==> config.mk <==
export PLATFORM = sky130hd
export DESIGN_NAME = tagmerge
export DESIGN_NICKNAME = d
export VERILOG_FILES = /design/src/rtl/tagmerge_pkg.sv /design/src/rtl/tm_queue.sv /design/src/rtl/tm_rr_pick.sv /design/src/rtl/tagmerge.sv
export SDC_FILE = /design/constraint.sdc
export NUM_CORES = 1
export LEC_CHECK = 0
export ABC_AREA = 1
export CORE_MARGIN = 2
export CORE_UTILIZATION = 55
export CTS_CLUSTER_DIAMETER = 120
export CTS_CLUSTER_SIZE = 40
export DETAILED_ROUTE_END_ITERATION = 10
export GPL_ROUTABILITY_DRIVEN = 0
export PLACE_DENSITY = 0.75
export SLEW_MARGIN = 0
export SYNTH_ARGS = -nofsm -noshare
export SYNTH_HDL_FRONTEND = slang
export SYNTH_HIERARCHICAL = 1
export SYNTH_SLANG_ARGS = --single-unit
==> constraint.sdc <==
create_clock -name clk -period 5.75 [get_ports clk]
set_clock_uncertainty 0.2 [all_clocks]
set_input_delay 1.15 -clock clk [delete_from_list [all_inputs] [get_ports clk]]
set_output_delay 1.15 -clock clk [all_outputs]
set_load 0.02 [all_outputs]
==> src/rtl/tagmerge_pkg.sv <==
// Shared helpers for the tagged merger.
package tagmerge_pkg;
    // Width of the producer tag: ceil(log2(n)), at least one bit.
    function automatic int id_width(input int n);
        return (n > 1) ? $clog2(n) : 1;
    endfunction
endpackage

==> src/rtl/tm_queue.sv <==
// Per-producer FIFO queue.
// Accepts a word when push is set and the queue is not full. Drops a
// word when pop is set and the queue is not empty. Head data comes
// straight from storage.
// Assumes DEPTH >= 1.
module tm_queue #(
    parameter int W     = 8,
    parameter int DEPTH = 4
) (
    input  logic         clk,
    input  logic         rst_n,
    input  logic         push,
    input  logic [W-1:0] push_data,
    input  logic         pop,
    output logic [W-1:0] head,
    output logic         nempty,
    output logic         full
);
    localparam int PW = (DEPTH > 1) ? $clog2(DEPTH) : 1;
    localparam int CW = $clog2(DEPTH + 1);

    logic [W-1:0]  mem [DEPTH];
    logic [PW-1:0] rd_ptr, wr_ptr;
    logic [CW-1:0] count;
    logic          do_push, do_pop;

    assign full    = (count == CW'(DEPTH));
    assign nempty  = (count != '0);
    assign do_push = push && !full;
    assign do_pop  = pop && nempty;
    assign head    = mem[rd_ptr];

    // Write the accepted word into storage.
    always_ff @(posedge clk) begin
        if (do_push) mem[wr_ptr] <= push_data;
    end

    // Advance pointers and occupancy.
    always_ff @(posedge clk) begin
        if (!rst_n) begin
            rd_ptr <= '0;
            wr_ptr <= '0;
            count  <= '0;
        end else begin
            if (do_push) wr_ptr <= (wr_ptr == PW'(DEPTH - 1)) ? '0 : wr_ptr + 1'b1;
            if (do_pop)  rd_ptr <= (rd_ptr == PW'(DEPTH - 1)) ? '0 : rd_ptr + 1'b1;
            case ({do_push, do_pop})
                2'b10:   count <= count + 1'b1;
                2'b01:   count <= count - 1'b1;
                default: count <= count;
            endcase
        end
    end
endmodule

==> src/rtl/tm_rr_pick.sv <==
// Round-robin grant with hold.
// Scans the requests cyclically from a base index and grants the first
// one it finds. Once a grant has been offered without ack, the grant is
// locked until ack. On ack, the base moves to the index after the one
// served.
// Assumes a granted request stays set until it is acked.
module tm_rr_pick #(
    parameter int N = 4
) (
    input  logic                                    clk,
    input  logic                                    rst_n,
    input  logic [N-1:0]                            req,
    input  logic                                    ack,
    output logic                                    gnt_valid,
    output logic [tagmerge_pkg::id_width(N)-1:0]    gnt_idx
);
    localparam int IW = tagmerge_pkg::id_width(N);

    logic [IW-1:0] base, pick_idx, held_idx;
    logic          pick_any, held;

    // Find the first request at or after base, cyclically.
    always_comb begin
        pick_any = 1'b0;
        pick_idx = '0;
        for (int k = N - 1; k >= 0; k--) begin
            int t;
            t = int'(base) + k;
            if (t >= N) t = t - N;
            if (req[t]) begin
                pick_any = 1'b1;
                pick_idx = IW'(t);
            end
        end
    end

    assign gnt_valid = held || pick_any;
    assign gnt_idx   = held ? held_idx : pick_idx;

    // Lock an offered grant; rotate the base when it is acked.
    always_ff @(posedge clk) begin
        if (!rst_n) begin
            base     <= '0;
            held     <= 1'b0;
            held_idx <= '0;
        end else if (gnt_valid && ack) begin
            held <= 1'b0;
            base <= (gnt_idx == IW'(N - 1)) ? '0 : gnt_idx + 1'b1;
        end else if (gnt_valid && !held) begin
            held     <= 1'b1;
            held_idx <= pick_idx;
        end
    end
endmodule

==> src/rtl/tagmerge.sv <==
// Tagged many-to-one merger.
// Each producer writes into a private tm_queue. A tm_rr_pick selects one
// non-empty queue and offers its head word, tagged with the queue index,
// on out_word. The head is removed on the edge where out_valid and
// out_ack are both high.
// Assumes out_ack is only meaningful while out_valid is high.
module tagmerge #(
    parameter int N_SRC  = 4,
    parameter int DATA_W = 8,
    parameter int DEPTH  = 4
) (
    input  logic                                                clk,
    input  logic                                                rst_n,
    input  logic [N_SRC-1:0]                                    src_valid,
    input  logic [N_SRC*DATA_W-1:0]                             src_data,
    output logic [N_SRC-1:0]                                    src_ready,
    output logic                                                out_valid,
    output logic [tagmerge_pkg::id_width(N_SRC)+DATA_W-1:0]     out_word,
    input  logic                                                out_ack
);
    localparam int ID_W = tagmerge_pkg::id_width(N_SRC);

    logic [DATA_W-1:0] heads [N_SRC];
    logic [N_SRC-1:0]  q_nempty, q_full, q_pop;
    logic [ID_W-1:0]   gnt_idx;
    logic              gnt_valid;

    // One queue per producer.
    for (genvar i = 0; i < N_SRC; i++) begin : g_q
        assign q_pop[i] = out_ack && gnt_valid && (gnt_idx == ID_W'(i));
        tm_queue #(.W(DATA_W), .DEPTH(DEPTH)) u_q (
            .clk      (clk),
            .rst_n    (rst_n),
            .push     (src_valid[i]),
            .push_data(src_data[i*DATA_W +: DATA_W]),
            .pop      (q_pop[i]),
            .head     (heads[i]),
            .nempty   (q_nempty[i]),
            .full     (q_full[i])
        );
    end

    assign src_ready = ~q_full;

    tm_rr_pick #(.N(N_SRC)) u_arb (
        .clk      (clk),
        .rst_n    (rst_n),
        .req      (q_nempty),
        .ack      (out_ack),
        .gnt_valid(gnt_valid),
        .gnt_idx  (gnt_idx)
    );

    assign out_valid = gnt_valid;
    assign out_word  = {gnt_idx, heads[gnt_idx]};
endmodule

# Word level (Yosys, flattened, before mapping)
# Memories as Yosys holds them, arrays and structs flattened. A register that Yosys moved wholly into a read port is not among the register bits.
# Cells that the tools add are included.
# totals
ff_bits,33
latch_bits,0
ramBits,128
rom_bits,0
inputBits,39
output_inout_bits,15
elab_cells,167
n_memories,4
# mem_list
name,words,width,rd,rd_ports_with_merged_regs,wr,line_no,text
g_q[0].u_q.mem,4,8,1,1,1,tm_queue.sv:22,logic [W-1:0] mem [DEPTH];
g_q[1].u_q.mem,4,8,1,1,1,tm_queue.sv:22,
g_q[2].u_q.mem,4,8,1,1,1,tm_queue.sv:22,
g_q[3].u_q.mem,4,8,1,1,1,tm_queue.sv:22,
# op_classes
add_sub_neg,24
n_mul,0
n_div,0
order_cmp,9
n_eq_ne,23
shifts,0
mux,57
n_bitwise,4
n_reduce_logical,31
# op_table
cell,n
$lt A32 B4 Y1 const B,4
$mux W32,4
$ge A32 B4 Y1 const B,3
$sub A32 B4 Y32 const B,3
$mux W2,22
$eq A2 B2 Y1 const B,14
$pmux W3 S2,4
$mux W1,20
$add A2 B1 Y2 const B,9
$bmux W8 S2,1
$mux W8,2
$logic_and A1 B1 Y1,14
$add A3 B1 Y3 const B,4
$eq A3 B3 Y1 const B,4
$reduce_bool A3 Y1,4
$sub A3 B1 Y3 const B,4
$eq A2 B1 Y1 const B,5
$bmux W1 S2,4
$reduce_bool A2 Y1,4
$add A2 B2 Y3 const B,2
$logic_not A1 Y1,5
$not A4 Y4,1
$sub A2 B3 Y4 const B,1
$add A2 B1 Y3 const B,1
other kinds (8),9

# Depth between registers and ports, before layout
# depth
ltp_word,16
mapped_depth,27
ltp_nobuf,25

# Hierarchy
# The synthesis kept the hierarchy.
# modules_own_cells
module,instances,cells_each,area_per_inst_um2,seq_area_each_um2
tm_queue (g_q[2].u_q ...),2,146,1699.1,1141.1
tm_queue (g_q[0].u_q),1,144,1702.9,1141.1
tm_queue (g_q[1].u_q),1,144,1701.6,1141.1
tm_rr_pick,1,80,474.2,100.1
tagmerge,1,87,400.4,0.0

# Worst setup path before layout
# No wires, ideal clock.
# synth_timing
path_type,flip-flop to output port
start,register g_q[0].u_q.count[2]
end,output out_word[0] (netlist bit)
arrival_time_ps,1989
required_time_ps,4400
slack_ps,2411
stages_incl_launch_ff,19
n_path_buf,2
path_cell_list,dfxtp_1 -> inv_1 -> nand3_2 -> inv_1 -> o21ai_0 -> nand2_1 -> nand2_1 -> inv_1 -> nand2_1 -> nand2_1 -> nand3_2 -> nand2_2 -> inv_1 -> buf_6 -> buf_6 -> nand2_1 -> nand2_1 -> nand2_1 -> nand2_1
# synth_between
elab_chain_cells,13
elab_cells_between_ends,22
cone_classes,mux (20); bitwise (1); reduce/logical (1)
# synth_lines
item,line_no,text
from (decl),tm_queue.sv:24,logic [CW-1:0] count;
from (signal assigned),tm_queue.sv:48,2'b10: count <= count + 1'b1;
from (signal assigned),tm_queue.sv:49,2'b01: count <= count - 1'b1;
from (signal assigned),tm_queue.sv:50,default: count <= count;
$reduce_bool A3 Y1 (*),tm_queue.sv:28,assign nempty = (count != '0);
named net q_nempty[0],tagmerge.sv:24,"logic [N_SRC-1:0] q_nempty, q_full, q_pop;"
$bmux W1 S2,tm_rr_pick.sv:30,if (req[t]) begin
$mux W1 (implied by the code) (2 in series),tm_rr_pick.sv:30,
$mux W2 (3 in series),tm_rr_pick.sv:30,
$mux W2 (*),tm_rr_pick.sv:30,
$mux W2 (*),tm_rr_pick.sv:38,assign gnt_idx = held ? held_idx : pick_idx;
named net out_word (one bit),tagmerge.sv:18,"output logic [tagmerge_pkg::id_width(N_SRC)+DATA_W-1:0] out_word,"
$not A2 Y3 (implied by the code) (*),tagmerge.sv:55,"assign out_word = {gnt_idx, heads[gnt_idx]};"
$bmux W8 S2 (*),tagmerge.sv:55,
$mux W8 (implied by the code) (*) (2 in series),tagmerge.sv:55,
to (decl),tagmerge.sv:18,
# Mark *: on every way through the listed nets, which the timed path passes. The rest lies on a longest branch. The select of a mux whose other input is x is not followed.

# Final worst setup path
# layout_timing
start,register u_arb.base[0]
end,output out_word[3] (netlist bit)
# layout_between
elab_chain_cells,15
elab_cells_between_ends,36
cone_classes,add/sub (7); order compare (4); mux (24); bitwise (1)
# layout_lines
item,line_no,text
from (decl),tm_rr_pick.sv:19,"logic [IW-1:0] base, pick_idx, held_idx;"
from (signal assigned),tm_rr_pick.sv:48,base <= (gnt_idx == IW'(N - 1)) ? '0 : gnt_idx + 1'b1;
$add A2 B2 Y3,tm_rr_pick.sv:28,t = int'(base) + k;
$sub A32 B4 Y32 or $ge A32 B4 Y1 (tied branches),tm_rr_pick.sv:29,if (t >= N) t = t - N;
$mux W32,tm_rr_pick.sv:29,
$bmux W1 S2,tm_rr_pick.sv:30,
$mux W1 (implied by the code) (2 in series),tm_rr_pick.sv:30,
$mux W2 (3 in series),tm_rr_pick.sv:30,
$mux W2 (*),tm_rr_pick.sv:30,
$mux W2 (*),tm_rr_pick.sv:38,
$not A2 Y3 (implied by the code) (*),tagmerge.sv:55,
$bmux W8 S2 (*),tagmerge.sv:55,
$mux W8 (implied by the code) (*) (2 in series),tagmerge.sv:55,
# Mark *: on every way between the ends. The rest lies on a longest branch, timed or not. The select of a mux whose other input is x is not followed.

==> flow_summary.json <==
{
  "io_buffers": 53,
  "crit_path_start_kind": "flop",
  "outcome": "finished, final reports clean",
  "critPathCaptureType": "output port",
  "fin_crit_ns": 4.95,
  "drc": 0,
  "drive_above_1_share": 0.113,
  "worstSetupPathType": "flop to output port",
  "drt_first_pass_iters": 5,
  "netlist_instances": 747,
  "final_common_cell": "nand2_1",
  "drtAntennaViolNets": 0,
  "synth_cell_types": 32,
  "synth_seq_cells": 169,
  "cts_setup_buffers": 0,
  "coreArea_um2": 13800,
  "synth_top_area_cell": "edfxtp_1",
  "cp_num_buf_inv": 3,
  "chipHeight_um": 122,
  "maxSlewViolCount": 0,
  "via_per_inst": 5.43,
  "max_cap_viol_count": 0,
  "cts_hold_buf": 0,
  "critPathMostFrequentCell": "nand2_1",
  "antenna_found_initial": 0,
  "wirelength_mm": 15.9,
  "grt_pass1_wl_mm": 25.6,
  "cts_tree": "built",
  "min_period_over_period": 0.861,
  "wl_met1_mm": 6.80,
  "power_density_nw_per_um2": 554,
  "start_util": 0.557,
  "relSlewSlack": 0.446,
  "placed_area_um2": 8290,
  "root_buffer": "clkbuf_16",
  "timing.hold.ws_ns": 0.301,
  "grt_max_degree": 34,
  "hold_class": "flop to flop",
  "vdd_ir_drop_max_mv": 0.261,
  "wl_met2_mm": 7.90,
  "rr_startpoint": "u_arb/base[0]",
  "grt_pass1_vias": 5350,
  "crit_fanout": 20,
  "cts_resized": 0,
  "hold_viol": 0,
  "met3WireLength_um": 902,
  "critPathRequiredTime_ns": 4.40,
  "antenna_cells": 0,
  "clk_latency_ns": 0.43,
  "fp.dieW_um": 122,
  "synth.cell_area_um2": 7680,
  "final_nets": 874,
  "startpoint": "u_arb/base[0]",
  "die-area_um2": 14900,
  "cp_slowest_cell": "dfxtp_1",
  "setup_viol": 0,
  "rows": 43,
  "cts_buffers": 17,
  "clk_pin_slew_ns": 0.06,
  "cpPeakStageDelay_ns": 0.68,
  "syn_area_per_cell_um2": 10.3,
  "fmax_ghz": 0.202,
  "ioPinCount": 54,
  "arrival_ns": 3.60,
  "synth_top_area_share": 0.501,
  "synth-warning-count": 6,
  "worstMarginPinSlew_ns": 0.828,
  "min_from": "u_arb/held_idx[0]",
  "seq_area_frac_synth": 0.608,
  "syn2layout_area_growth_pct": 15.6,
  "cts_buffer_depth": 2,
  "tns_ns": 0,
  "path_cells": "inv_1 -> nand2_1 -> nand3_1 -> nand2_1 -> nand3_2 -> nand2_1 -> nand2_1 -> nand3_2 -> nand2_2 -> inv_1 -> nand2_1 -> nand2_1 -> nand2_1 -> nand2_1 -> clkdlybuf4s50_1",
  "top_layer": "met4",
  "leakagePower_nw": 3.55,
  "post-dp-hpwl_mm": 10.8,
  "crit_family": "buffers and inverters",
  "syn_nets": 814,
  "htreeDepth": 4,
  "wl_per_cell_um": 15.9,
  "yosys-top-cells-area": "edfxtp_1 (50%), dfxtp_1 (11%), nand2_1 (6.5%)",
  "vias": 5427,
  "gr-usage-all-layers": 0.229,
  "first_iter_violations": 540,
  "overflow": 0,
  "clock-sinks": 169,
  "rsz0062_at_grt": "no",
  "final_cell_mix": "nand2_1 (133), edfxtp_1 (128), nor2_1 (111)",
  "final_area_um2": 8880,
  "postLayoutCoreUtil": 0.645
}
-- synth_stat cells --
cell      count
a21boi_2      1
a21oi_1      17
and2_1        2
buf_12        1
buf_6        11
clkbuf_1      1
dfxtp_1      41
edfxtp_1    128
fa_1          4
ha_1         24
inv_1        84
inv_2         5
inv_8         1
nand2_1     133
nand2_2      21
nand2_4       1
nand3_1      18
nand3_2       6
nand3b_1      4
nand4_1       4
nor2_1      111
nor2_2        8
nor3_1        2
nor3_2        2
o211ai_1      1
o21ai_0      59
o21ai_1       7
o21ai_2      13
o21bai_1      1
o22ai_1      32
or2_2         3
xnor2_1       1
-- report_power, final --
group | internal, mW | switching, mW | leakage, nW
registers | 1.48 | 0.161 | 1.51
logic | 0.763 | 1.39 | 1.76
clock network | 0.654 | 0.469 | 0.278
-- per-layer routing --
layer / up-vias / global-route usage
li1: 2638 / -
met1: 2599 / 0.281
met2: 167 / 0.388
met3: 23 / 0.0585
met4: 0 / 0.0876
met5: - / 0
-- logic make-up after synthesis --
logic type / share of synthesized area
flip-flops: 0.608
adder cells (fa/ha/maj): 0.0495
XOR/XNOR: 0.00114
buffers and inverters: 0.0642
AND/OR/NAND/NOR: 0.179
AO/OA/AOI/OAI: 0.0984
-- flip-flops by register name, indices dropped and copies added (netlist names), named ones only --
register and cells:
g_q.u_q/rd_ptr 8, u_arb/held_idx 2, g_q.u_q/mem 128, g_q.u_q/wr_ptr 8, u_arb/base 2, g_q.u_q/count 12
u_arb/held 1
-- path summary, 6_finish.rpt --
path | endpoint | slack [ns] | cells after the start
max | out_word[3] | 0.80 | 15
min | u_arb/held_idx[0] | 0.30 | 2
max reg2reg | g_q[1].u_q/count[2] | 1.55 | 22
min reg2reg | u_arb/held_idx[0] | 0.30 | 2
-- area by class of cell --
class	instances	area (um^2)
flip-flops and latches	169	4660
fillers	1044	4890
inverters	90	345
clock inverters	13	143
well taps	180	225
multi-input cells	475	2520
repair buffers	54	538
clock buffers	19	443
-- worst register-to-register path: stages, from the launching register on --
cell and delay (ns):
dfxtp_1 0.68, inv_1 0.19, nand2_1 0.10, nand3_1 0.09, nand2_1 0.10, nand3_2 0.08
nand2_1 0.08, nand2_1 0.08, nand3_2 0.10, nand2_2 0.06, inv_1 0.55, inv_8 0.17
nor3_2 0.34, a21boi_2 0.30, ha_1 0.21, inv_1 0.07, fa_1 0.38, inv_1 0.07
nand2_1 0.06, nand3_1 0.06, nand2_1 0.05, inv_1 0.05, nor2_1 0.04
-- per-stage QoR --
stage               instances  worst slack [ns]  total power, mW
CTS                      1000             0.821             4.94
detailed placement        968              1.30             3.80
finish                   1000             0.802             4.92
global placement          968              1.43             3.72
floorplan                 747              2.41             3.17
global route             1000             0.490             5.24
Note: power is estimated with default switching activity, not from simulation.
